**src/rtl/dmairq_pkg.sv**
```systemverilog
package dmairq_pkg;
  // Operation applied to the shared mask word in a given cycle.
  typedef enum logic [1:0] {
    MOP_NONE = 2'd0,
    MOP_LOAD = 2'd1,
    MOP_SET  = 2'd2,
    MOP_CLR  = 2'd3
  } mask_op_e;

  // Global word offsets (top address bit clear).
  localparam int OFF_MASK = 0;
  localparam int OFF_SET  = 1;
  localparam int OFF_CLR  = 2;

  // Status word field positions.
  localparam int ST_FLAG_BIT = 0;
  localparam int ST_EN_BIT   = 1;
endpackage

```
**src/rtl/irq_mask_bank.sv**
```systemverilog
module irq_mask_bank
  import dmairq_pkg::*;
#(
  parameter int NUM_CH = 32
) (
  input  logic              clk,
  input  logic              rst_n,
  input  mask_op_e          op,
  input  logic [NUM_CH-1:0] wword,
  output logic [NUM_CH-1:0] mask_q
);
  function automatic logic [NUM_CH-1:0] next_mask(
    input logic [NUM_CH-1:0] cur,
    input mask_op_e          o,
    input logic [NUM_CH-1:0] w
  );
    case (o)
      MOP_LOAD: return w;
      MOP_SET:  return cur | w;
      MOP_CLR:  return cur & ~w;
      default:  return cur;
    endcase
  endfunction

  always_ff @(posedge clk or negedge rst_n) begin
    if (!rst_n) mask_q <= '0;
    else        mask_q <= next_mask(mask_q, op, wword);
  end

  // a whole-word load appears in full one edge later.
  a_r2_load: assert property (@(posedge clk) disable iff (!rst_n)
    (op == MOP_LOAD) |=> (mask_q == $past(wword)));

  // the set alias turns on the selected bits and leaves the rest alone.
  a_r3_set_alias: assert property (@(posedge clk) disable iff (!rst_n)
    (op == MOP_SET) |=> (((mask_q & $past(wword)) == $past(wword)) &&
                         ((mask_q & ~$past(wword)) == ($past(mask_q) & ~$past(wword)))));

  // the clear alias turns off the selected bits and leaves the rest alone.
  a_r4_clr_alias: assert property (@(posedge clk) disable iff (!rst_n)
    (op == MOP_CLR) |=> (((mask_q & $past(wword)) == '0) &&
                         ((mask_q & ~$past(wword)) == ($past(mask_q) & ~$past(wword)))));
endmodule

```
**src/rtl/irq_chan_flag.sv**
```systemverilog
module irq_chan_flag (
  input  logic clk,
  input  logic rst_n,
  input  logic evt,
  input  logic wr,
  input  logic wr_flag,
  input  logic wr_en,
  output logic flag_q,
  output logic en_q
);
  logic clr_hit;
  assign clr_hit = wr & wr_flag;

  // A new event always wins over a clear arriving in the same cycle.
  always_ff @(posedge clk or negedge rst_n) begin
    if (!rst_n) begin
      flag_q <= 1'b0;
      en_q   <= 1'b0;
    end else begin
      flag_q <= evt | (flag_q & ~clr_hit);
      if (wr) en_q <= wr_en;
    end
  end

  // a pulse sets the flag.
  a_r6_event_sets: assert property (@(posedge clk) disable iff (!rst_n)
    evt |=> flag_q);
  // the flag is sticky without a clear.
  a_r6_sticky: assert property (@(posedge clk) disable iff (!rst_n)
    (flag_q && !clr_hit) |=> flag_q);
  // a clear without an event drops the flag.
  a_r7_clear: assert property (@(posedge clk) disable iff (!rst_n)
    (clr_hit && !evt) |=> !flag_q);
  // event and clear together keep the flag.
  a_r8_race_keeps: assert property (@(posedge clk) disable iff (!rst_n)
    (clr_hit && evt) |=> flag_q);
endmodule

```
**src/rtl/dma_irq_mask_ctrl.sv**
```systemverilog
module dma_irq_mask_ctrl
  import dmairq_pkg::*;
#(
  parameter int NUM_CH = 32,
  parameter int DATA_W = 32,
  parameter int CH_W   = (NUM_CH > 4) ? $clog2(NUM_CH) : 2,
  parameter int ADDR_W = CH_W + 1
) (
  input  logic              clk,
  input  logic              rst_n,
  input  logic [ADDR_W-1:0] bus_addr,
  input  logic              bus_we,
  input  logic [DATA_W-1:0] bus_wdata,
  output logic [DATA_W-1:0] bus_rdata,
  input  logic [NUM_CH-1:0] done_pulse,
  output logic [NUM_CH-1:0] irq_out
);
  logic              is_chan;
  logic [CH_W-1:0]   low_idx;
  logic              chan_ok;
  mask_op_e          mop;
  logic [NUM_CH-1:0] mask_q;
  logic [NUM_CH-1:0] flag_q;
  logic [NUM_CH-1:0] en_q;

  assign is_chan = bus_addr[ADDR_W-1];
  assign low_idx = bus_addr[CH_W-1:0];
  assign chan_ok = is_chan && (int'(low_idx) < NUM_CH);

  always_comb begin
    mop = MOP_NONE;
    if (bus_we && !is_chan) begin
      case (int'(low_idx))
        OFF_MASK: mop = MOP_LOAD;
        OFF_SET:  mop = MOP_SET;
        OFF_CLR:  mop = MOP_CLR;
        default:  mop = MOP_NONE;
      endcase
    end
  end

  irq_mask_bank #(.NUM_CH(NUM_CH)) u_mask (
    .clk    (clk),
    .rst_n  (rst_n),
    .op     (mop),
    .wword  (bus_wdata[NUM_CH-1:0]),
    .mask_q (mask_q)
  );

  for (genvar g = 0; g < NUM_CH; g++) begin : g_ch
    logic wr_sel;
    assign wr_sel = bus_we && is_chan && (low_idx == CH_W'(g));
    irq_chan_flag u_flag (
      .clk     (clk),
      .rst_n   (rst_n),
      .evt     (done_pulse[g]),
      .wr      (wr_sel),
      .wr_flag (bus_wdata[ST_FLAG_BIT]),
      .wr_en   (bus_wdata[ST_EN_BIT]),
      .flag_q  (flag_q[g]),
      .en_q    (en_q[g])
    );
  end

  assign irq_out = flag_q & mask_q & en_q;

  always_comb begin
    bus_rdata = '0;
    if (chan_ok) begin
      bus_rdata[ST_FLAG_BIT] = flag_q[low_idx];
      bus_rdata[ST_EN_BIT]   = en_q[low_idx];
    end else if (!is_chan && (int'(low_idx) <= OFF_CLR)) begin
      bus_rdata[NUM_CH-1:0] = mask_q;
    end
  end

  // an unmasked-off line cannot be raised by the mask alone.
  a_r9_needs_flag: assert property (@(posedge clk) disable iff (!rst_n)
    ($past(flag_q) == '0 && done_pulse == '0 && $stable(flag_q)) |-> (irq_out == '0));
endmodule

```
**config.mk**
```make
export PLATFORM = sky130hd
export DESIGN_NAME = dma_irq_mask_ctrl
export DESIGN_NICKNAME = d
export VERILOG_FILES = /design/src/rtl/dmairq_pkg.sv /design/src/rtl/irq_mask_bank.sv /design/src/rtl/irq_chan_flag.sv /design/src/rtl/dma_irq_mask_ctrl.sv
export SDC_FILE = /design/constraint.sdc
export NUM_CORES = 1
export LEC_CHECK = 0
export BUFFER_PORTS_ARGS = -buffer_cell sky130_fd_sc_hd__buf_2
export CAP_MARGIN = 40
export CORE_MARGIN = 5
export CORE_UTILIZATION = 57
export DETAILED_ROUTE_END_ITERATION = 10
export PLACE_DENSITY = 0.93
export SLEW_MARGIN = 15
export SYNTH_ARGS = -nofsm -noshare
export SYNTH_HDL_FRONTEND = slang
export SYNTH_SLANG_ARGS = --single-unit
```
**constraint.sdc**
```tcl
create_clock -name clk -period 3 [get_ports clk]
set_clock_uncertainty 0.2 [all_clocks]
set_input_delay 0.15 -clock clk [delete_from_list [all_inputs] [get_ports clk]]
set_output_delay 0.15 -clock clk [all_outputs]
set_load 0.03 [all_outputs]
```
======== After elaboration in Yosys (flattened, before gate mapping) ========
Cells that the tools add are included.
operators by class
  order comparisons ....................... 2
  muxes and demuxes ....................... 10
  reductions and logical operators ........ 38
  bitwise operators ....................... 133
  eq/ne operators ......................... 34
operator list
  operator                                                                           count
  32-bit AND                                                                         3
  32-bit case mux with 3 select lines                                                1
  5-bit == test (second input constant)                                              16
  1-bit AND                                                                          64
  5-bit by 4-bit == test with 1-bit output (second input constant)                   8
  1-bit logical AND                                                                  35
  32-bit 2-to-1 mux                                                                  1
  1-bit NOT                                                                          32
  32-bit NOT                                                                         1
  1-bit OR                                                                           32
  32-bit OR                                                                          1
  30-bit 2-to-1 mux                                                                  1
  5-bit by 3-bit == test with 1-bit output (second input constant)                   4
  1-bit binary-select mux with 5-bit select                                          2
  5-bit by 2-bit == test with 1-bit output (second input constant)                   2
  5-bit by 6-bit less-than comparator with 1-bit output (second input constant)      1
  2-bit case mux with 3 select lines                                                 1
  5-bit by 1-bit == test with 1-bit output (second input constant)                   1
  5-bit by 2-bit less-or-equal comparator with 1-bit output (second input constant)  1
  5-bit logical NOT                                                                  1
  2-bit == test (second input constant)                                              2
  2-bit 2-to-1 mux                                                                   2
  3-bit nonzero test                                                                 1
  2-bit by 1-bit == test with 1-bit output (second input constant)                   1
  other kinds (2)                                                                    3
storage, ports and cells
  logic and storage cells ................. 282
  flip-flop bits (word level) ............. 96
  output and inout bits ................... 64
  bits of input ports ..................... 73

======== Logic depth before layout (Yosys ltp) ========
Gate-level depths: netlist (run 1).
  word-level depth ........................ 6
  gate-level depth with buffers ........... 9
  depth with buffers taken out ............ 5

======== Hierarchy ========
Synthesis (run 1) repeated with hierarchy kept, for this count alone.
unflattened totals
  cell total of the unflattened synthesis .. 515
  area total of the unflattened synthesis .. 5804.3 um^2
modules (own cells, without submodules)
  module             cells an instance  seq. area each (um^2)  area an instance (um^2)  instances
  irq_chan_flag      5                  50.0                   76.3                     32
  irq_mask_bank      175                800.8                  2102.0                   1
  dma_irq_mask_ctrl  180                0.0                    1260.0                   1

======== Worst setup path after synthesis (run 1) ========
Ideal clock, no wire load.
  path kind ............................... in2out
  from .................................... in bus_addr[0]
  to ...................................... out bus_rdata[1]
  slack ................................... 690 ps
  data required time ...................... 2650 ps
  path buffers ............................ 3
  arrival ................................. 1960 ps
  stages .................................. 7
  path through ............................ clkbuf_2 -> buf_6 -> buf_2 -> a211oi_1 -> nor4_1 -> o22ai_1 -> a311oi_1
between the ends
  cells in the longest elaborated chain, start to end .. 4
  elaborated cells on any way between the ends .. 6
  classes of those cells .................. 1 x order compare; 4 x mux; 1 x reduce/logical
ends and longest elaborated chain
  item                                                       line                     text
  start: declaration                                         dma_irq_mask_ctrl.sv:11  input logic [ADDR_W-1:0] bus_addr,
  5-bit by 2-bit less-or-equal comparator with 1-bit output  dma_irq_mask_ctrl.sv:72  end else if (!is_chan && (int'(low_idx) <= OFF_CLR)) begin
  1-bit logical AND                                          dma_irq_mask_ctrl.sv:72
  32-bit 2-to-1 mux                                          dma_irq_mask_ctrl.sv:72
  2-bit 2-to-1 mux *                                         dma_irq_mask_ctrl.sv:69  if (chan_ok) begin
  end: declaration                                           dma_irq_mask_ctrl.sv:14  output logic [DATA_W-1:0] bus_rdata,
Mark *: on every way between the ends. The rest lies on a longest branch, timed or not. The select of a mux whose other input is x is not followed.

======== Worst setup path after layout (run 1) ========
Ends and elaborated chain as after synthesis.

==> summary.txt, run 1 <==
Outcome
  – Status: finished clean

GRT
  – Total GRT Usage: 30.40%
  – Initial antenna violation count: 0
  – Gr ovfl total: 0
  – Met2 Use GR: 52.69%
  – Global routing usage on met3: 5.685%
  – First-pass GRT wire length: 26.81 mm
  – Vias in the first global route: 5161
  – Met1 Resource Use GR: 38.70%
  – GRT busiest layer: met2
  – Largest net degree at the start of global routing: 64

Yosys
  – Share of flip-flops with an asynchronous set or reset: 100.0%
  – Sequential-to-total area share from yosys stat: 46.29%
  – Synth top area share: 46.29%
  – Top_reg_cell synth: dfrtp_1
  – Top post-synthesis cells by area: dfrtp_1 46%, mux2_2 7.8%, a21oi_1 6.1%
  – Synth Net Count: 577
  – Netlist cell types: 47
  – Yosys warns: 0
  – Cells after Synth: 504
  – Avg Inst Size Synth: 10.30 um2
  – Synthesized area: 5190 um2
  – Post-synth top area cell: dfrtp_1
  – Seq cells post-synth: 96
  – Post-synth EDFFs: 0

STA
  – Max_slew headroom: 44.33%
  – Measured slew at the worst slew-check pin: 0.8286 ns
  – Fin crit share: 82.60%
  – Fmax achieved: 0.4035 GHz
  – Setup Viol. Count Final: 0
  – Slew Limit Fails: 0
  – Final hold vios: 0
  – RSZ-0062 raised after global routing: false
  – Setup TNS: 0 ns
  – Minimum clock period after layout: 2.478 ns
  – Final hold slack: 0.05552 ns

Floorplan
  – Die Y: 105.4 um
  – Placeable Area: 8806 um2
  – Boundary Pins: 137
  – DIE AREA: 11110 um2
  – Initial Util: 58.94%
  – Die Wd: 105.4 um
  – FP Rows: 34

Drt
  – DR DRC count: 0
  – DR iter-0 viols: 325
  – DR WL/cell: 20.66 um
  – First drt pass iteration count: 5
  – ANT nets after route: 0
  – Vias: 4885
  – DR vias/cell: 6.061
  – Final WL: 16.65 mm

Flow run
  – Max cap viols: 0

Setup path
  – Worst-path fanout max: 20
  – Crit-path most repeated cell: buf_2
  – Crit Path Category: in2out
  – WP data arrival: 2.13 ns
  – Critical-path cell list: buf_2 -> buf_4 -> mux4_2 -> nor2b_1 -> o22ai_1 -> a311oi_1 -> buf_2
  – Critical path data required time: 2.65 ns
  – Slowest stage delay, CP: 0.51 ns
  – CP Launch Type: primary input
  – Crit end category: primary output
  – CP max stage cell: mux4_2

Clock network
  – H-tree depth: 3
  – Clock transition at path regs: 0.09 ns
  – Inserted Clock Buffers: 9
  – Root Buffer: clkbuf_8
  – Clk buf depth: 2
  – Clock Sinks: 96
  – Worst skew pair latency: 0.36 ns
  – CTS tree: built

Finish
  – Final #Nets: 766
  – Area of the multi-input gates: 2620 um2
  – Final instance area: 6775 um2
  – Register area: 2402 um2
  – Area grow syn2layout: 30.54%
  – N_diodes: 0
  – Core Util, Final: 76.94%
  – Filler Cell Count: 582
  – Share of post-route cells with drive strength above 1: 30.80%

Power
  – Pwr/cell area: 474.3 nW/um2
  – Peak supply drop: 0.0002615 V
  – Static Leak: 3.107 nW

Placement
  – Placer Congestion: 0.9040
  – Buffers on Ports: 136
  – HPWL Detailed: 11.35 mm
  – Placed cell areas: 5931 um2

Hold path
  – Hold Crit Class: in2reg
==> power breakdown <==
part / switching (mW) / internal [mW]
clock network: 0.441 / 0.493
logic: 0.372 / 0.311
registers: 0.148 / 1.45
total: 0.961 / 2.25
==> registers in the layout, indices dropped and copies added, names as in the netlist <==
signal,flops
g_ch.u_flag.en_q,32
u_mask.mask_q,32
g_ch.u_flag.flag_q,32
==> worst paths after layout <==
check,from,slack [ns],endpoint,cells after the start
worst max-delay path,bus_addr[0],0.52,bus_rdata[1],7
worst min-delay path,bus_wdata[0],0.06,g_ch[0].u_flag.flag_q,3
worst max register to register,g_ch[13].u_flag.en_q,1.95,g_ch[13].u_flag.en_q,1
worst min register to register,g_ch[18].u_flag.flag_q,0.30,g_ch[18].u_flag.flag_q,1
max in group asynchronous,rst_n,1.58,g_ch[18].u_flag.flag_q,3
min in group asynchronous,rst_n,0.22,u_mask.mask_q[8],2
==> cell usage after synthesis, types with 2 or more instances <==
cell,count
nor3_1,2
and2_0,2
a21o_1,20
nor2_1,19
buf_6,2
buf_4,3
and2_1,34
mux2_2,36
nor2b_1,6
dfrtp_1,96
nand3_1,9
a311oi_1,3
mux2i_1,7
nand2b_1,16
xnor2_1,29
and3_1,35
nor4b_1,2
a31oi_1,2
o21ai_0,15
a21oi_1,63
buf_2,9
mux4_2,10
nand2_1,45
clkbuf_1,13
buf_1,4
==> repair_timing <==
item                                    4_1_cts  5_1_grt
hold endpoints to repair                    123        0
resized for setup                             0        0
endpoints found under the setup margin        0        0
buffers inserted                              0        0
hold buffers                                 63        0
==> cells by family (layout without fill, tap and decap cells) <==
group	count (synthesis)	after routing	share of synthesized area (%)
DFF	96	96	46.29
xor gates and xnor gates	29	29	4.894
and+or+nand+nor	181	181	19.21
AOI/OAI and AO/OA	112	112	12.75
buffers and inverters	33	227	3.351
muxes	53	53	13.50
==> stage by stage <==
stage / power [mW] / cells / setup slack [ns]
3_5_place_dp: 2.215 / 727 / 0.5511
3_3_place_gp: 2.179 / 727 / 0.5890
2_1_floorplan: 1.954 / 504 / 0.6901
5_1_grt: 3.347 / 806 / 0.4621
4_1_cts: 3.195 / 806 / 0.5412
6_report: 3.214 / 806 / 0.5219
==> placed cells by master (no fill, tap or decap), types with 2 or more instances in the layout <==
cell type      instances
nor3_1                 2
nand2_1               45
nor2_1                19
and2_1                34
mux4_2                10
nor2b_1                6
mux2i_1                7
dfrtp_1               96
and2_0                 2
dlygate4sd3_1         63
a21o_1                20
nand2b_1              16
o21ai_0               15
nand3_1                9
clkbuf_8              10
and3_1                35
mux2_2                36
a311oi_1               3
a31oi_1                2
xnor2_1               29
buf_2                135
buf_4                 13
a21oi_1               63
nor4b_1                2
clkbuf_1               3
bufinv_16              2
==> per-layer routing <==
layer	vias up	wire (um)
met5	-	0
met4	0	488
met3	43	1443
met2	287	8419
met1	2401	6296
li1	2154	-
==> cell type report <==
cell class | count | area share, %
repair buffers | 211 | 20.72
multi-input cells | 375 | 38.67
clock buffers | 13 | 2.198
clock inverters | 3 | 0.9603
flip-flops and latches | 96 | 35.46
well taps | 108 | 1.994
==> critical path, delay by kind of cell <==
family	cells	cell delay, ns
AND/OR/NAND/NOR	1	0.14
buffers and inverters	3	0.94
multiplexers	1	0.51
AO/OA/AOI/OAI	2	0.38
(Power assumes the default switching activity.)
==> inputs of run 2 (changes only) <==
Settings changed: CORE_UTILIZATION 57 to 53, PLACE_DENSITY 0.93 to 0.88.
Clock period 3 ns to 2.35 ns, I/O delays scaled along.
==> run 2 against run 1 <==
  * Sequential power is 28% higher
  * Wire length is 2.7% higher
  * Cell area is 2.6% higher
  * Core utilization down 4.8 points
  * Critical path depth shrank 2
  * Total power is 27% higher
  * Worst hold slack got worse by 0.038 ns
==> summary.txt, run 2 (same netlist as run 1, synthesis figures left out) <==
Floorplan
  – FP Rows: 36
  – Die Y: 109.0 um
  – Boundary Pins: 137
  – Initial Util: 53.84%
  – Die Wd: 109.0 um
  – Placeable Area: 9639 um2
  – DIE AREA: 11870 um2

STA
  – Setup ws final: 0.02327 ns
  – Final hold vios: 0
  – Measured slew at the worst slew-check pin: 0.5842 ns
  – RSZ-0062 raised after global routing: true
  – Minimum clock period after layout: 2.327 ns
  – Setup Viol. Count Final: 0
  – Fmax achieved: 0.4298 GHz
  – Slew Limit Fails: 0
  – Max_slew headroom: 61.06%
  – Setup TNS: 0 ns
  – Fin crit share: 99.01%

Placement
  – Setup WS pre-CTS: 0.1993 ns
  – HPWL Detailed: 11.64 mm
  – Placed cell areas: 6037 um2
  – Buffers on Ports: 136
  – Placer Congestion: 0.9332
  – Dpl cells: 762

Setup path
  – WP data arrival: 2.01 ns
  – CP Launch Type: flop
  – Crit Path Category: reg2out
  – Flop2flop setup slack: 1.24 ns
  – R2r worst-path depth: 2
  – Worst-path fanout max: 3
  – Crit end category: primary output
  – RR Endpoint: g_ch[24].u_flag.en_q
  – Critical path data required time: 2.03 ns
  – R2r startpoint: g_ch[24].u_flag.en_q

Hold path
  – Hold Path Origin: bus_wdata[0]
  – Hold Path Depth: 3
  – Hold Crit Class: in2reg
  – Hold Path Sink: g_ch[16].u_flag.flag_q

Power
  – Peak supply drop: 0.0004846 V
  – Static Leak: 3.192 nW
  – Pwr/cell area: 585.4 nW/um2
  – Total Power: 4.068 mW

Drt
  – Vias: 4940
  – DR vias/cell: 5.846
  – Final WL: 17.10 mm
  – DR iter-0 viols: 327
  – DR DRC count: 0
  – DR WL/cell: 20.24 um
  – ANT nets after route: 0
  – First drt pass iteration count: 4

GRT
  – Met1 Resource Use GR: 38.34%
  – Initial antenna violation count: 0
  – GRT busiest layer: met2
  – Met2 Use GR: 48.33%
  – Vias in the first global route: 5235
  – Total GRT Usage: 29.48%
  – Gr ovfl total: 0
  – First-pass GRT wire length: 26.85 mm
  – Global routing usage on met3: 6.157%
  – Largest net degree at the start of global routing: 44

Clock network
  – Inserted Clock Buffers: 9
  – Root Buffer: clkbuf_8
  – Clock Sinks: 96
  – Clk buf depth: 2
  – Worst skew pair latency: 0.36 ns
  – CTS tree: built
  – Clock transition at path regs: 0.09 ns
  – H-tree depth: 3

Finish
  – Leading cell type in the layout, fill and taps excluded: buf_2
  – Filler Cell Count: 711
  – Fin cells: 845
  – N_diodes: 0
  – Most frequent cells in the layout: 134 x buf_2, 96 x dfrtp_1, 64 x dlygate4sd3_1
  – Share of post-route cells with drive strength above 1: 33.29%
  – Largest regs: g_ch.u_flag.en_q (32), g_ch.u_flag.flag_q (32), u_mask.mask_q (32)
  – Final #Nets: 780
  – Area grow syn2layout: 33.90%
  – Final instance area: 6949 um2

Outcome
  – Status: finished clean

Flow run
  – Max cap viols: 0
==> run 2: worst max-delay path by stage <==
| stage | startpoint | to |
|---|---|---|
| after floorplan | bus_addr[0] | bus_rdata[1] |
| after global placement | bus_addr[0] | bus_rdata[1] |
| after detailed placement | bus_addr[0] | bus_rdata[0] |
| after CTS | g_ch[8].u_flag.en_q | bus_rdata[1] |
| after global routing | g_ch[24].u_flag.en_q | bus_rdata[1] |
| final | g_ch[16].u_flag.en_q | bus_rdata[1] |
==> run 2: power by group <==
part / internal (mW) / total [mW] / switching [mW]
logic: 0.420 / 0.905 / 0.485
registers: 1.85 / 2.04 / 0.186
clock network: 0.525 / 1.13 / 0.602
==> run 2: metal layers <==
metal,wire length (um),share of wire [%]
met5,0,0
met4,533,3.1
met3,1602,9.4
met2,8337,49
met1,6628,39
==> run 2: final cells by class <==
class / instances / area, um2 / share of cell area (%)
Clock buffer: 10 / 137.6 / 1.981
Clock inverter: 6 / 66.31 / 0.9543
Multi-Input combinational cell: 375 / 2663 / 38.31
Sequential cell: 96 / 2402 / 34.57
Tap cell: 133 / 166.4 / 2.395
Timing Repair Buffer: 225 / 1514 / 21.79
==> run 2: per-stage QoR <==
| stage | hold WS (ns) | util [%] |
|---|---|---|
| after detailed placement | -0.2368 | 62.63 |
| after CTS | 0.0007861 | 71.65 |
| final | 0.01726 | 72.09 |
| after global routing | 0.02529 | 72.09 |
| after floorplan | -0.3781 | - |
| after global placement | -0.2379 | 62.63 |
==> run 2: what timing repair did <==
item / 4_1_cts / 5_1_grt
gates resized for setup: 3 / 6
pin swaps: 0 / 3
setup endpoints to repair: 1 / 2
setup buffers: 2 / 1
hold endpoints to repair: 158 / 0
hold buffers: 64 / 0
==> run 2: worst max-delay path: stages (launching register included) <==
cell and delay (ns):
dfrtp_1 0.43, mux4_2 0.47, a211o_1 0.29, a221oi_2 0.20
a311oi_2 0.07, buf_4 0.19
==> inputs of run 3 (changes only) <==
Settings changed: PLACE_DENSITY 0.88 to 0.92.
==> run 3 against run 2 <==
  * The run now ends with negative setup slack left
  * Non-clock buffer count is the same
  * Sequential cell count stayed put
  * Cell area increased by 0.65%
  * Total power up 4.0%
  * Combinational power hardly changed
  * Via count is 0.75% lower
  * Worst hold slack improved by 0.014 ns
  * Sequential share of layout area fell by 0.22 points
  * Register-to-register slack worse by 0.34 ns
  * Clock power up 14%
  * Cell count did not move
  * Critical path depth unchanged
  * Critical endpoint unchanged
  * Largest power group unchanged
  * Highest routed layer is now met5
==> summary.txt, run 3 (same netlist as run 1, synthesis figures left out) <==
Floorplan
  – DIE AREA: 11870 um2
  – Boundary Pins: 137
  – FP Rows: 36
  – Die Y: 109.0 um
  – Initial Util: 53.84%
  – Die Wd: 109.0 um
  – Placeable Area: 9639 um2

Clock network
  – Root Buffer: clkbuf_8
  – Inserted Clock Buffers: 9
  – Clock Sinks: 96
  – H-tree depth: 3
  – Worst skew pair latency: 0.37 ns
  – CTS tree: built
  – Clock transition at path regs: 0.09 ns
  – Clk buf depth: 2

Setup path
  – Critical path data required time: 2.03 ns
  – Critical Path Source: g_ch[25].u_flag.en_q
  – R2r startpoint: g_ch[19].u_flag.flag_q
  – Flop2flop setup slack: 0.90 ns
  – Worst-path fanout max: 2
  – CP top delay family: compound AO/OA/AOI/OAI gates
  – Critical path capture point: bus_rdata[1]
  – Critical path depth: 5
  – Crit Path Category: reg2out
  – RR Endpoint: g_ch[19].u_flag.flag_q
  – WP data arrival: 2.07 ns
  – Critical-path cell list: mux4_2 -> a211o_1 -> a221oi_2 -> a311oi_2 -> buf_4
  – CP max stage cell: mux4_2
  – R2r worst-path depth: 2
  – Bufs and invs on worst path: 1
  – Crit end category: primary output
  – Slowest stage delay, CP: 0.47 ns
  – CP Launch Type: flop

Hold path
  – Hold Crit Class: in2async

STA
  – Fmax achieved: 0.4189 GHz
  – Setup TNS: -0.03714 ns
  – Final hold slack: 0.03176 ns
  – RSZ-0062 raised after global routing: true
  – Fin crit share: 101.6%
  – Final hold vios: 0
  – Measured slew at the worst slew-check pin: 0.6128 ns
  – Minimum clock period after layout: 2.387 ns
  – Setup Viol. Count Final: 1
  – Slew Limit Fails: 0
  – Max_slew headroom: 59.15%
  – Setup ws final: -0.03714 ns

Finish
  – Share of post-route cells with drive strength above 1: 32.49%
  – Largest regs: g_ch.u_flag.en_q (32), g_ch.u_flag.flag_q (32), u_mask.mask_q (32)
  – Area grow syn2layout: 34.76%
  – Leading cell type in the layout, fill and taps excluded: buf_2
  – Fin cells: 845
  – Filler Cell Count: 662
  – Final #Nets: 780
  – Most frequent cells in the layout: 134 x buf_2, 96 x dfrtp_1, 66 x dlygate4sd3_1
  – Core Util, Final: 72.56%

Outcome
  – Status: complete, but fails checks
  – Violated checks: negative setup slack

Placement
  – Placer Congestion: 0.9119
  – Setup WS pre-CTS: 0.1877 ns
  – Dpl cells: 760
  – HPWL Detailed: 11.77 mm
  – Buffers on Ports: 136

GRT
  – Met1 Resource Use GR: 37.71%
  – First-pass GRT wire length: 27.06 mm
  – Initial antenna violation count: 1
  – Global routing usage on met3: 5.092%
  – GRT busiest layer: met2
  – Total GRT Usage: 29.99%
  – Largest net degree at the start of global routing: 44
  – Vias in the first global route: 5243
  – Met2 Use GR: 51.05%
  – Gr ovfl total: 0

Drt
  – Vias: 4903
  – DR iter-0 viols: 464
  – First drt pass iteration count: 4
  – Final WL: 17.18 mm
  – DR DRC count: 0
  – ANT nets after route: 0
  – DR WL/cell: 20.33 um
  – DR vias/cell: 5.802

Power
  – Static Leak: 3.202 nW
  – Pwr/cell area: 604.9 nW/um2
  – Peak supply drop: 0.0003356 V

Flow run
  – Max cap viols: 0
run 3: final cells by class:
| cell class | count | area, um2 | share of cell area, % |
|---|---|---|---|
| Clock buffer | 13 | 178.9 | 2.558 |
| Clock inverter | 2 | 60.06 | 0.8587 |
| Timing Repair Buffer | 225 | 1544 | 22.08 |
| Antenna cell | 1 | 2.502 | 0.03578 |
| Tap cell | 133 | 166.4 | 2.379 |
| Sequential cell | 96 | 2402 | 34.35 |
| Multi-Input combinational cell | 375 | 2640 | 37.75 |
run 3: power breakdown:
part           leakage (nW)  total [mW]  switching (mW)  internal (mW)
clock network         0.122        1.29           0.583          0.711
registers              1.10        2.03           0.183           1.85
logic                  1.98       0.905           0.485          0.420
run 3: how the worst min path moves through the flow:
| stage | end | slack (ns) | depth (start not counted) |
|---|---|---|---|
| 2_1_floorplan | g_ch[0].u_flag.en_q | -0.38 | 0 |
| 3_3_place_gp | u_mask.mask_q[6] | -0.11 | 1 |
| 3_5_place_dp | u_mask.mask_q[8] | -0.1 | 1 |
| 4_1_cts | u_mask.mask_q[8] | 0.06 | 2 |
| 5_1_grt | u_mask.mask_q[8] | 0.07 | 2 |
| 6_report | u_mask.mask_q[8] | 0.03 | 2 |
run 3: through the flow:
| step | cell area, um2 | power, mW |
|---|---|---|
| 6_report | 6994 | 4.231 |
| 5_1_grt | 6992 | 4.389 |
| 4_1_cts | 6977 | 4.199 |
| 3_5_place_dp | 6047 | 2.846 |
| 3_3_place_gp | 6047 | 2.803 |
| 2_1_floorplan | 5190 | 2.494 |
run 3: routing by layer:
metal  part of all wire, %  routed length [um]  vias to the layer above
li1                      -                   -                     2167
met1                    39                6760                     2439
met2                    51                8735                      249
met3                   6.9                1178                       46
met4                   2.9                 491                        2
met5                 0.064                  11                        -
run 3: timing repair:
item / 4_1_cts / 5_1_grt
resized for setup: 3 / 2
buffers inserted: 2 / 1
hold endpoints to repair: 159 / 0
pin swaps: 1 / 1
endpoints found under the setup margin: 1 / 1
hold buffers: 66 / 0
